[src/rtl/ptmr_pkg.sv]
package ptmr_pkg;
  localparam int MAX_CH = 7;
  localparam int B_EN   = 0;
  localparam int B_RS   = 1;
  localparam int B_LD   = 2;
  localparam int B_IE   = 3;
  localparam int B_PD   = 4;

  // Pending-clear decision for the written bit under the build-time mode
  function automatic logic pend_clear(input logic wbit, input bit clr_on_one);
    return clr_on_one ? wbit : !wbit;
  endfunction

  // Control word as seen by software; load and debug-halt read as 0
  function automatic logic [31:0] ctl_word(input logic en, input logic rs,
                                           input logic ie, input logic pd);
    logic [31:0] w;
    w = '0;
    w[B_EN] = en;
    w[B_RS] = rs;
    w[B_IE] = ie;
    w[B_PD] = pd;
    return w;
  endfunction

  function automatic logic [31:0] cfg_word(input int n_ch, input logic [4:0] base,
                                           input bit sep);
    return {22'd0, 1'b1, sep, base, 3'(n_ch)};
  endfunction

  // Route per-timer pulses onto the 32-line vector
  function automatic logic [31:0] irq_map(input logic [MAX_CH-1:0] pulse,
                                          input int n_ch, input logic [4:0] base,
                                          input bit sep);
    logic [31:0] v;
    int idx;
    v = '0;
    for (int i = 0; i < MAX_CH; i++) begin
      idx = int'(base) + (sep ? i : 0);
      if (i < n_ch && idx < 32 && pulse[i]) v[idx[4:0]] = 1'b1;
    end
    return v;
  endfunction
endpackage

[src/rtl/ptmr_prescaler.sv]
module ptmr_prescaler #(
  parameter int W = 16
) (
  input  logic         clk,
  input  logic         rst_n,
  input  logic         wr_val,
  input  logic         wr_rld,
  input  logic [W-1:0] wdata,
  output logic [W-1:0] value,
  output logic [W-1:0] rld,
  output logic         tick
);
  assign tick = (value == '0);

  always_ff @(posedge clk or negedge rst_n) begin
    if (!rst_n) begin
      value <= '0;
      rld   <= '0;
    end else begin
      if (wr_rld) rld <= wdata;
      if (wr_val)    value <= wdata;
      else if (tick) value <= rld;
      else           value <= value - 1'b1;
    end
  end

  assert_tick_reload_R2: assert property (@(posedge clk) disable iff (!rst_n)
    tick && !wr_val |=> value == $past(rld));
  assert_count_down_R2: assert property (@(posedge clk) disable iff (!rst_n)
    !tick && !wr_val |=> value == $past(value) - 1'b1);
endmodule

[src/rtl/ptmr_channel.sv]
module ptmr_channel
  import ptmr_pkg::*;
#(
  parameter bit CLR_ON_ONE = 1'b1
) (
  input  logic        clk,
  input  logic        rst_n,
  input  logic        tick,
  input  logic        wr_cnt,
  input  logic        wr_rld,
  input  logic        wr_ctl,
  input  logic [31:0] wdata,
  output logic [31:0] cnt,
  output logic [31:0] rld,
  output logic [31:0] ctl,
  output logic        irq_pulse,
  output logic        unf
);
  logic en, rs, ie, pd;
  logic load_req;

  assign unf      = tick && en && (cnt == '0);
  assign load_req = wr_ctl && wdata[B_LD];
  assign ctl      = ctl_word(en, rs, ie, pd);

  always_ff @(posedge clk or negedge rst_n) begin
    if (!rst_n) begin
      cnt <= '0; rld <= '0;
      en <= 1'b0; rs <= 1'b0; ie <= 1'b0; pd <= 1'b0;
      irq_pulse <= 1'b0;
    end else begin
      if (wr_rld) rld <= wdata;
      if (wr_cnt)          cnt <= wdata;
      else if (load_req)   cnt <= rld;
      else if (tick && en) cnt <= (cnt == '0) ? (rs ? rld : '0) : cnt - 1'b1;
      if (wr_ctl) begin
        en <= wdata[B_EN];
        rs <= wdata[B_RS];
        ie <= wdata[B_IE];
      end else if (unf && !rs) begin
        en <= 1'b0;
      end
      if (unf && ie)                                   pd <= 1'b1;
      else if (wr_ctl && pend_clear(wdata[B_PD], CLR_ON_ONE)) pd <= 1'b0;
      irq_pulse <= unf && ie;
    end
  end

  assert_restart_reload_R4: assert property (@(posedge clk) disable iff (!rst_n)
    unf && rs && !wr_cnt && !load_req |=> cnt == $past(rld));
  assert_oneshot_stop_R4: assert property (@(posedge clk) disable iff (!rst_n)
    unf && !rs && !wr_ctl |=> !en);
  assert_hold_disabled_R3: assert property (@(posedge clk) disable iff (!rst_n)
    !en && !wr_cnt && !wr_ctl |=> $stable(cnt));
  assert_load_copy_R5: assert property (@(posedge clk) disable iff (!rst_n)
    load_req && !wr_cnt |=> cnt == $past(rld));
  assert_pend_set_R12: assert property (@(posedge clk) disable iff (!rst_n)
    unf && ie |=> pd && irq_pulse);
  assert_pulse_pending_R6: assert property (@(posedge clk) disable iff (!rst_n)
    irq_pulse |-> pd);
endmodule

[src/rtl/ptmr_unit.sv]
module ptmr_unit
  import ptmr_pkg::*;
#(
  parameter int          NUM_CH     = 4,
  parameter bit          CLR_ON_ONE = 1'b1,
  parameter bit          SEP_IRQ    = 1'b0,
  parameter logic [31:0] IRQ_CFG    = 32'd5,
  parameter int          SCALER_W   = 16
) (
  input  logic        clk,
  input  logic        rst_n,
  input  logic        psel,
  input  logic        penable,
  input  logic        pwrite,
  input  logic [7:0]  paddr,
  input  logic [31:0] pwdata,
  output logic [31:0] prdata,
  output logic [31:0] irq_o
);
  localparam logic [4:0]  BASE = IRQ_CFG[4:0];
  localparam logic [31:0] CFG  = cfg_word(NUM_CH, BASE, SEP_IRQ);

  logic [5:0]          word;
  logic                wr;
  logic                tick;
  logic [SCALER_W-1:0] sc_val, sc_rld;
  logic [31:0]         cnt_a [MAX_CH];
  logic [31:0]         rld_a [MAX_CH];
  logic [31:0]         ctl_a [MAX_CH];
  logic [MAX_CH-1:0]   pulse_v;
  logic [MAX_CH-1:0]   unf_v;
  logic [1:0]          unused_addr;
  logic [26:0]         unused_cfg;

  assign unused_addr = paddr[1:0];
  assign unused_cfg  = IRQ_CFG[31:5];
  assign word = paddr[7:2];
  assign wr   = psel && penable && pwrite;

  ptmr_prescaler #(.W(SCALER_W)) u_scaler (
    .clk(clk), .rst_n(rst_n),
    .wr_val(wr && word == 6'd0), .wr_rld(wr && word == 6'd1),
    .wdata(pwdata[SCALER_W-1:0]),
    .value(sc_val), .rld(sc_rld), .tick(tick)
  );

  for (genvar g = 0; g < MAX_CH; g++) begin : g_ch
    localparam logic [3:0] SLOT = 4'(g + 1);
    if (g < NUM_CH) begin : g_on
      ptmr_channel #(.CLR_ON_ONE(CLR_ON_ONE)) u_ch (
        .clk(clk), .rst_n(rst_n), .tick(tick),
        .wr_cnt(wr && word == {SLOT, 2'd0}),
        .wr_rld(wr && word == {SLOT, 2'd1}),
        .wr_ctl(wr && word == {SLOT, 2'd2}),
        .wdata(pwdata),
        .cnt(cnt_a[g]), .rld(rld_a[g]), .ctl(ctl_a[g]),
        .irq_pulse(pulse_v[g]), .unf(unf_v[g])
      );
    end else begin : g_off
      assign cnt_a[g]   = '0;
      assign rld_a[g]   = '0;
      assign ctl_a[g]   = '0;
      assign pulse_v[g] = 1'b0;
      assign unf_v[g]   = 1'b0;
    end
  end

  always_comb begin
    prdata = '0;
    if (word == 6'd0) prdata = 32'(sc_val);
    if (word == 6'd1) prdata = 32'(sc_rld);
    if (word == 6'd2) prdata = CFG;
    for (int i = 0; i < MAX_CH; i++) begin
      if (word[5:2] == 4'(i + 1)) begin
        case (word[1:0])
          2'd0:    prdata = cnt_a[i];
          2'd1:    prdata = rld_a[i];
          2'd2:    prdata = ctl_a[i];
          default: prdata = '0;
        endcase
      end
    end
  end

  assign irq_o = irq_map(pulse_v, NUM_CH, BASE, SEP_IRQ);

  assert_cfg_fixed_R10: assert property (@(posedge clk) disable iff (!rst_n)
    word == 6'd2 |-> prdata[9] && prdata[2:0] == 3'(NUM_CH));
  assert_unimpl_zero_R11: assert property (@(posedge clk) disable iff (!rst_n)
    int'(word[5:2]) > NUM_CH |-> prdata == '0);
  assert_irq_follows_unf_R6: assert property (@(posedge clk) disable iff (!rst_n)
    unf_v == '0 |=> pulse_v == '0);
  if (!SEP_IRQ) begin : g_shared_chk
    assert_shared_line_R9: assert property (@(posedge clk) disable iff (!rst_n)
      $countones(irq_o) <= 1);
  end
endmodule

[config.mk]
export PLATFORM = sky130hd
export DESIGN_NAME = ptmr_unit
export DESIGN_NICKNAME = d
export VERILOG_FILES = /design/src/rtl/ptmr_pkg.sv /design/src/rtl/ptmr_prescaler.sv /design/src/rtl/ptmr_channel.sv /design/src/rtl/ptmr_unit.sv
export SDC_FILE = /design/constraint.sdc
export NUM_CORES = 1
export LEC_CHECK = 0
export ABC_AREA = 1
export BUFFER_PORTS_ARGS = -buffer_cell sky130_fd_sc_hd__buf_4
export CAP_MARGIN = 25
export CELL_PAD_IN_SITES_DETAIL_PLACEMENT = 2
export CELL_PAD_IN_SITES_GLOBAL_PLACEMENT = 2
export CORE_UTILIZATION = 36
export CTS_CLUSTER_DIAMETER = 150
export DETAILED_ROUTE_END_ITERATION = 8
export MAX_ROUTING_LAYER = met4
export PLACE_DENSITY_LB_ADDON = 0.25
export SLEW_MARGIN = 20
export SYNTH_ARGS = -nofsm -noshare
export SYNTH_HDL_FRONTEND = slang
export SYNTH_HIERARCHICAL = 1
export SYNTH_SLANG_ARGS = --single-unit
[constraint.sdc]
create_clock -name clk -period 2.55 [get_ports clk]
set_input_delay 0.1275 -clock clk [delete_from_list [all_inputs] [get_ports clk]]
set_output_delay 0.1275 -clock clk [all_outputs]
set_load 0.01 [all_outputs]
==> results of run 1 <==
==> routing by layer <==
metal  share of wire  GRT usage  vias up
li1                -          -    11300
met1            0.45      0.433    13000
met2            0.47      0.540      567
met3           0.038     0.0313      190
met4           0.039      0.124        0
met5               0          -        -
==> metrics by stage <==
| stage | setup TNS [ns] | hold slack, ns |
|---|---|---|
| after floorplan | 0 | -0.168 |
| after global placement | 0 | 0.241 |
| after detailed placement | -4.09 | 0.235 |
| after CTS | 0 | 0.211 |
| after global routing | -0.0743 | 0.245 |
| final | 0 | 0.185 |
==> power by group <==
part	internal (mW)	switching (mW)	total, mW	leakage, nW
combinational	1.87	3.96	5.83	9.57
clock	3.92	2.58	6.50	0.733
sequential	5.30	0.598	5.90	4.11
==> worst reg2reg max path, stage by stage, from the launching register on <==
cell and delay, ns:
dfrtp_1 0.47, nor2_1 0.21, nand2_1 0.10, nor2_1 0.29
nand3_1 0.21, nor2_4 0.26, nor2_2 0.07, buf_4 0.26
nand3_1 0.20, nand3_1 0.10, nand2_1 0.15, nand2_1 0.06
==> repair_timing <==
| item | in CTS | in global routing |
|---|---|---|
| pin swaps | 0 | 2 |
| setup buffers | 0 | 4 |
| setup endpoints to repair | 48 | 117 |
| cloned | 0 | 1 |
| resized for setup | 3 | 23 |
| hold endpoints to repair | 229 | 0 |
| hold buffers | 33 | 0 |
==> registers in the layout (all words and copies together) (netlist names) <==
name	cells
g_ch.g_on.u_ch/cnt	128
g_ch.g_on.u_ch/rld	128
u_scaler/rld	16
u_scaler/value	16
g_ch.g_on.u_ch/en	4
g_ch.g_on.u_ch/ie	4
g_ch.g_on.u_ch/irq_pulse	4
g_ch.g_on.u_ch/pd	4
g_ch.g_on.u_ch/rs	4
==> worst min path at each step <==
stage,slack [ns],cells past startpoint,to
2_1_floorplan,-0.17,0,g_ch[0].g_on.u_ch/cnt[0]$_DFFE_PN0P_
3_3_place_gp,0.24,1,u_scaler/value[11]$_DFF_PN0_
3_5_place_dp,0.23,1,g_ch[0].g_on.u_ch/rld[9]$_DFFE_PN0P_
4_1_cts,0.21,2,g_ch[3].g_on.u_ch/irq_pulse$_DFF_PN0_
5_1_grt,0.24,2,g_ch[3].g_on.u_ch/en$_DFFE_PN0P_
6_report,0.18,2,u_scaler/rld[11]$_DFFE_PN0P_
==> layout make-up <==
cell class                 count  area share
multi-input combinational   2821       0.512
clock buffer                  64      0.0479
timing repair inverter         1    0.000323
sequential                   308       0.284
inverter                     280      0.0411
clock inverter                15     0.00670
tap                          864      0.0399
timing repair buffer         197      0.0682
==> layout by cell type (no fill, tap or decap), types with 4 or more instances in the layout <==
| cell | n |
|---|---|
| ha_1 | 10 |
| nand3_1 | 433 |
| mux2_2 | 101 |
| nand3b_1 | 4 |
| clkbuf_1 | 9 |
| a221oi_1 | 13 |
| buf_4 | 139 |
| nand2_4 | 6 |
| inv_1 | 240 |
| dfrtp_1 | 308 |
| xor2_1 | 41 |
| clkinv_2 | 10 |
| nand4_1 | 46 |
| and2_1 | 4 |
| nand2_2 | 61 |
| a22oi_1 | 10 |
| a21oi_1 | 96 |
| nor2_1 | 245 |
| a211oi_1 | 16 |
| nor3_4 | 4 |
| nand2_1 | 1280 |
| a32o_1 | 4 |
| or2_2 | 32 |
| clkbuf_16 | 45 |
| nor2_4 | 38 |
| conb_1 | 143 |
| dlygate4sd3_1 | 33 |
| o21ai_1 | 8 |
| o21bai_1 | 23 |
| o21ai_0 | 110 |
| nor2_2 | 35 |
| nor3_1 | 19 |
| nor3_2 | 6 |
| inv_2 | 34 |
| buf_12 | 21 |
| clkbuf_8 | 10 |
| bufinv_16 | 6 |
| xnor2_1 | 18 |
==> results by group, run 1 <==
Run status
  – Result of the run: finished with violations
  – Failing checks: DRC

Timing
  – Transition at the pin with the smallest max-transition slack: ~1 ns
  – # setup viols final: 0
  – Post-Route Skew: ~0.018 ns
  – Fmax: around 400 MHz
  – Worst setup margin: about 0.049 ns
  – Final hold violations: 0
  – Post-layout min period: about 2.5 ns
  – Relative slew slack: 0.349
  – Slew Viols, Final: 0
  – Final cycle utilization of the critical path: 0.981

Power and ir drop
  – Peak supply drop: roughly 0.00037 V
  – Leakage: around 14 nW
  – Pwr Density: 673 nW/um^2
  – Post-layout power: approximately 18 mW

Critical path
  – Buf+Inv Stages, Crit Path: 1
  – Crit path depth: 11
  – Crit Reg-Reg Startpoint: g_ch[2].g_on.u_ch/cnt[25]$_DFFE_PN0P_
  – Highest fanout seen on the critical path: 31
  – Critical Path AT: roughly 3.0 ns
  – CP endpoint: g_ch[2].g_on.u_ch/cnt[30]$_DFFE_PN0P_
  – Crit-path slowest cell: dfrtp_1
  – Endpoint of the lowest-slack register-to-register path: g_ch[2].g_on.u_ch/cnt[30]$_DFFE_PN0P_
  – Critical path class: flop to flop
  – Worst Setup Start Kind: flop
  – Biggest cell delay along the critical path: roughly 0.47 ns
  – Top Family by Delay on Critical Path: simple AND/OR/NAND/NOR gates
  – Nature of the critical path endpoint: flop
  – Number of cells traversed by the worst register-to-register path: 11
  – CP startpoint: g_ch[2].g_on.u_ch/cnt[25]$_DFFE_PN0P_
  – Cells along the critical path: nor2_1 > nand2_1 > nor2_1 > nand3_1 > nor2_4 > nor2_2 > buf_4 > nand3_1 > nand3_1 > nand2_1 > nand2_1
  – Data required time at the worst endpoint: slightly above 3 ns
  – Setup slack, reg-to-reg: between 0.04 and 0.05 ns

Final layout
  – FF/Latch Area: just under 8000 sq um
  – Count of placed standard cells in the final layout, fillers left out: ~4600
  – Fraction of layout cells with a size suffix above 1: 0.154
  – Final Instance Area: 27100 sq um
  – Diode insertion count for antenna repair: 0
  – Layout fillers: about 7900
  – Net count, final: ~3700
  – Area growth, synth to finish: 12.5%
  – Layout Utilization: 0.411
  – Combined area of the multi-input logic cells: around 14000 sq um

Floorplanning
  – Initial core utilization: 0.365
  – X dimension of the die: 261 um
  – Area of the die: around 68000 sq um
  – Number of I/O pins: 109
  – Vertical die dimension: between 200 and 300 um
  – Core Region: between 60000 and 70000 sq um
  – Row Count: 94

CTS
  – Max H-tree Level: 2
  – Clock root cell: clkbuf_16
  – Number of sinks on the clock net: slightly above 300
  – CTS tree: done
  – Clock slew seen by the registers of the worst setup and hold paths: 0.06 ns
  – Clock latency on the worst-skew pair: 0.59 ns
  – Worst-case clock buffer depth: 3
  – Inserted Clock Buffers: 44

Placed design
  – Placed instance area: 25100 sq um
  – HPWL after detailed placement: 77.8 mm
  – Routability Congestion: between 0.9 and 1
  – Buffers on Ports: 75
  – Pre-CTS worst setup slack: -0.133 ns
  – Total instance count after detailed placement: 4433

Routing
  – Initial drt markers: around 1500
  – Detailed Route WL: 111 mm
  – Vias/cell: 5.51
  – Remaining routing DRC violations: 15
  – TritonRoute pass-1 iters: 7
  – Remaining antenna violation count: 0
  – Wire length per cell: 24.3 um
  – Via count: roughly 25000

GRT
  – Number of antenna violations at the first check in global routing: 2
  – Pin count of the biggest net entering global routing: between 70 and 80
  – Overall track demand over capacity in global routing: 0.334
  – First-pass GRT wire length: about 170 mm
  – Via count of the first global-routing pass: approximately 27000
  – Total global routing overflow: 0

Job
  – Number of maximum-capacitance violations: 0

Yosys
  – Gate count of the mapped netlist: 3583
  – Netlist area before placement: between 20000 and 25000 sq um
  – Mean area per synthesized cell: about 6.7 sq um
  – Total of warnings raised by yosys: 6

Worst hold path
  – Type of the most critical hold path: input pin to asynchronous set/reset pin
(Power assumes the default switching activity.)
==> run 2, diff against run 1 <==
--- a/config.mk
+++ b/config.mk
@@ -10,11 +10,13 @@
 export CAP_MARGIN = 25
 export CELL_PAD_IN_SITES_DETAIL_PLACEMENT = 2
 export CELL_PAD_IN_SITES_GLOBAL_PLACEMENT = 2
+export CORE_MARGIN = 10
 export CORE_UTILIZATION = 36
 export CTS_CLUSTER_DIAMETER = 150
 export DETAILED_ROUTE_END_ITERATION = 8
 export MAX_ROUTING_LAYER = met4
 export PLACE_DENSITY_LB_ADDON = 0.25
+export RECOVER_POWER = 50
 export SLEW_MARGIN = 20
 export SYNTH_ARGS = -nofsm -noshare
 export SYNTH_HDL_FRONTEND = slang
==> results by group, run 2 (synthesis gave the netlist of run 1 again) <==
Critical path
  – Crit Reg-Reg Startpoint: g_ch[0].g_on.u_ch/cnt[25]$_DFFE_PN0P_ (was g_ch[2].g_on.u_ch/cnt[25]$_DFFE_PN0P_)
  – Critical path class: flop to output pin (was flop to flop)
  – Worst Setup Start Kind: flop (unchanged)
  – Highest fanout seen on the critical path: 5 (was 31)
  – Number of cells traversed by the worst register-to-register path: 11 (unchanged)
  – Critical Path AT: 2.40 ns (was 2.97 ns)
  – Endpoint of the lowest-slack register-to-register path: g_ch[0].g_on.u_ch/cnt[9]$_DFFE_PN0P_ (was g_ch[2].g_on.u_ch/cnt[30]$_DFFE_PN0P_)
  – Setup slack, reg-to-reg: 0.12 ns (was 0.05 ns)
  – Data required time at the worst endpoint: 2.42 ns (was 3.02 ns)
  – CP startpoint: u_scaler/value[14]$_DFF_PN0_ (was g_ch[2].g_on.u_ch/cnt[25]$_DFFE_PN0P_)
  – CP endpoint: prdata[14] (was g_ch[2].g_on.u_ch/cnt[30]$_DFFE_PN0P_)
  – Nature of the critical path endpoint: output pin (was flop)

Placed design
  – Total instance count after detailed placement: 4452 (was 4433)
  – Buffers on Ports: 75 (unchanged)
  – Routability Congestion: 0.954 (was 0.924)
  – HPWL after detailed placement: 81.1 mm (was 77.8 mm)
  – Pre-CTS worst setup slack: -0.134 ns (was -0.133 ns)
  – Placed instance area: 25300 sq um (was 25100 sq um)

Floorplanning
  – Area of the die: 77600 sq um (was 67900 sq um)
  – Vertical die dimension: 279 um (was 261 um)
  – Number of I/O pins: 109 (unchanged)
  – Initial core utilization: 0.365 (unchanged)
  – Core Region: 66000 sq um (unchanged)
  – X dimension of the die: 279 um (was 261 um)
  – Row Count: 94 (unchanged)

CTS
  – Inserted Clock Buffers: 43 (was 44)
  – # Post-CTS Setup Buffers: 0 (unchanged)
  – Max H-tree Level: 2 (unchanged)
  – CTS tree: done (unchanged)
  – Worst-case clock buffer depth: 3 (unchanged)
  – Clock latency on the worst-skew pair: 0.60 ns (was 0.59 ns)
  – Clock slew seen by the registers of the worst setup and hold paths: 0.06 ns (about the same)
  – Clock root cell: clkbuf_16 (unchanged)
  – Number of sinks on the clock net: 308 (unchanged)

Timing
  – Total Negative Setup Slacks: 0 ns (unchanged)
  – Post-Route Skew: 0.0228 ns (was 0.0184 ns)
  – Relative slew slack: 0.183 (was 0.349)
  – Worst setup margin: 0.0180 ns (was 0.0489 ns)
  – Final hold violations: 0 (unchanged)
  – Post-layout min period: 2.53 ns (was 2.50 ns)
  – Fmax: 395 MHz (was 400 MHz)
  – Slew Viols, Final: 0 (unchanged)
  – # setup viols final: 0 (unchanged)
  – Transition at the pin with the smallest max-transition slack: 1.23 ns (was 0.976 ns)
  – Final cycle utilization of the critical path: 0.993 (was 0.981)

GRT
  – Met1 Use GR: 0.369 (was 0.433)
  – Total global routing overflow: 0 (unchanged)
  – Via count of the first global-routing pass: 27500 (was 27200)
  – First-pass GRT wire length: 173 mm (was 167 mm)
  – Met3 Track Usage GR: 0.0465 (was 0.0313)
  – Number of antenna violations at the first check in global routing: 1 (was 2)
  – GRT Max-Usage Layer: met2 (unchanged)
  – Met2 track demand over resource in global routing: 0.477 (was 0.540)
  – Pin count of the biggest net entering global routing: 78 (unchanged)
  – Overall track demand over capacity in global routing: 0.296 (was 0.334)

Final layout
  – Final Instance Area: 26900 sq um (was 27100 sq um)
  – Diode insertion count for antenna repair: 0 (unchanged)
  – Net count, final: 3723 (was 3708)
  – Layout Utilization: 0.408 (was 0.411)
  – Count of placed standard cells in the final layout, fillers left out: 4561 (was 4550)
  – Commonest non-fill, non-tap cells in the layout: nand2_1, nand3_1, dfrtp_1 (unchanged)
  – Area growth, synth to finish: 11.9% (was 12.5%)
  – Most common library cell in the layout ignoring fill and taps: nand2_1 (unchanged)
  – Layout fillers: 7951 (was 7903)
  – Fraction of layout cells with a size suffix above 1: 0.152 (was 0.154)
  – Registers with the highest flip-flop counts: g_ch.g_on.u_ch/cnt: 128 flops, g_ch.g_on.u_ch/rld: 128 flops (unchanged)

Power and ir drop
  – Pwr Density: 674 nW/um^2 (was 673 nW/um^2)
  – Leakage: 14.4 nW (about the same)
  – Peak supply drop: 0.000469 V (was 0.000371 V)

Worst hold path
  – Hold_sp: paddr[3]
  – Type of the most critical hold path: input pin to flop (was input pin to asynchronous set/reset pin)

Routing
  – Wire length per cell: 24.9 um (was 24.3 um)
  – Remaining antenna violation count: 0 (unchanged)
  – Initial drt markers: 1800 (was 1533)
  – Remaining routing DRC violations: 0 (was 15)
  – TritonRoute pass-1 iters: 5 (was 7)
  – Detailed Route WL: 114 mm (was 111 mm)
  – Via count: 25200 (was 25100)
  – Vias/cell: 5.52 (was 5.51)

Run status
  – Result of the run: finished, final reports clean (was finished with violations)

Job
  – Number of maximum-capacitance violations: 0 (unchanged)
[run 2: cell count changes in the layout (fill, tap and decap cells not counted), moves of 4 or more]
cell / before / now
buf_12: 21 / 13
buf_4: 139 / 147
clkbuf_1: 9 / 17
clkbuf_2: 0 / 5
clkinv_2: 10 / 6
nor3_1: 19 / 23
nor3_2: 6 / 2
[run 2: final cells by class]
cell class | count | area (sq um) | share of cell area
inverters | 280 | 1070 | 0.0396
clock buffers | 60 | 1220 | 0.0453
clock inverters | 14 | 206 | 0.00766
repair buffers | 214 | 1830 | 0.0678
multi-input cells | 2821 | 13800 | 0.513
flip-flops and latches | 308 | 7710 | 0.286
well taps | 864 | 1080 | 0.0401
[run 2: critical path, stage by stage (launching register included)]
cell and delay (ns):
dfrtp_1 0.45, a22oi_1 0.49, nand3_1 0.25, nor2_1 0.29, nor2_1 0.16, buf_4 0.17
[run 2: timing repair]
action,4_1_cts,5_1_grt
hold buffers,35,0
pin swaps,0,1
resized for setup,2,12
endpoints found under the hold margin,464,0
endpoints found under the setup margin,32,110
[run 2: worst min-delay path by stage]
stage / to / slack, ns / cells after the start
6_report: g_ch[2].g_on.u_ch/rs$_DFFE_PN0P_ / 0.30 / 6
3_3_place_gp: g_ch[0].g_on.u_ch/rld[23]$_DFFE_PN0P_ / 0.02 / 1
2_1_floorplan: g_ch[0].g_on.u_ch/cnt[0]$_DFFE_PN0P_ / -0.17 / 0
5_1_grt: g_ch[2].g_on.u_ch/rs$_DFFE_PN0P_ / 0.32 / 6
4_1_cts: g_ch[0].g_on.u_ch/ie$_DFFE_PN0P_ / 0.24 / 6
3_5_place_dp: g_ch[0].g_on.u_ch/rld[30]$_DFFE_PN0P_ / 0.03 / 1
[run 2: where the power goes]
part / switching, mW / internal, mW
sequential: 0.601 / 5.30
clock: 2.56 / 3.82
combinational: 3.98 / 1.90
[run 2: through the flow]
step | hold slack (ns) | power (mW)
4_1_cts | 0.237 | 18.2
3_3_place_gp | 0.0247 | 11.3
6_report | 0.298 | 18.2
3_5_place_dp | 0.0269 | 11.7
2_1_floorplan | -0.168 | 9.78
5_1_grt | 0.318 | 19.1
[run 2: routing by layer]
layer	wire [um]	vias up
met1	49700	13000
met3	6100	209
met4	4590	0
li1	-	11300
met2	53200	653
met5	0	-
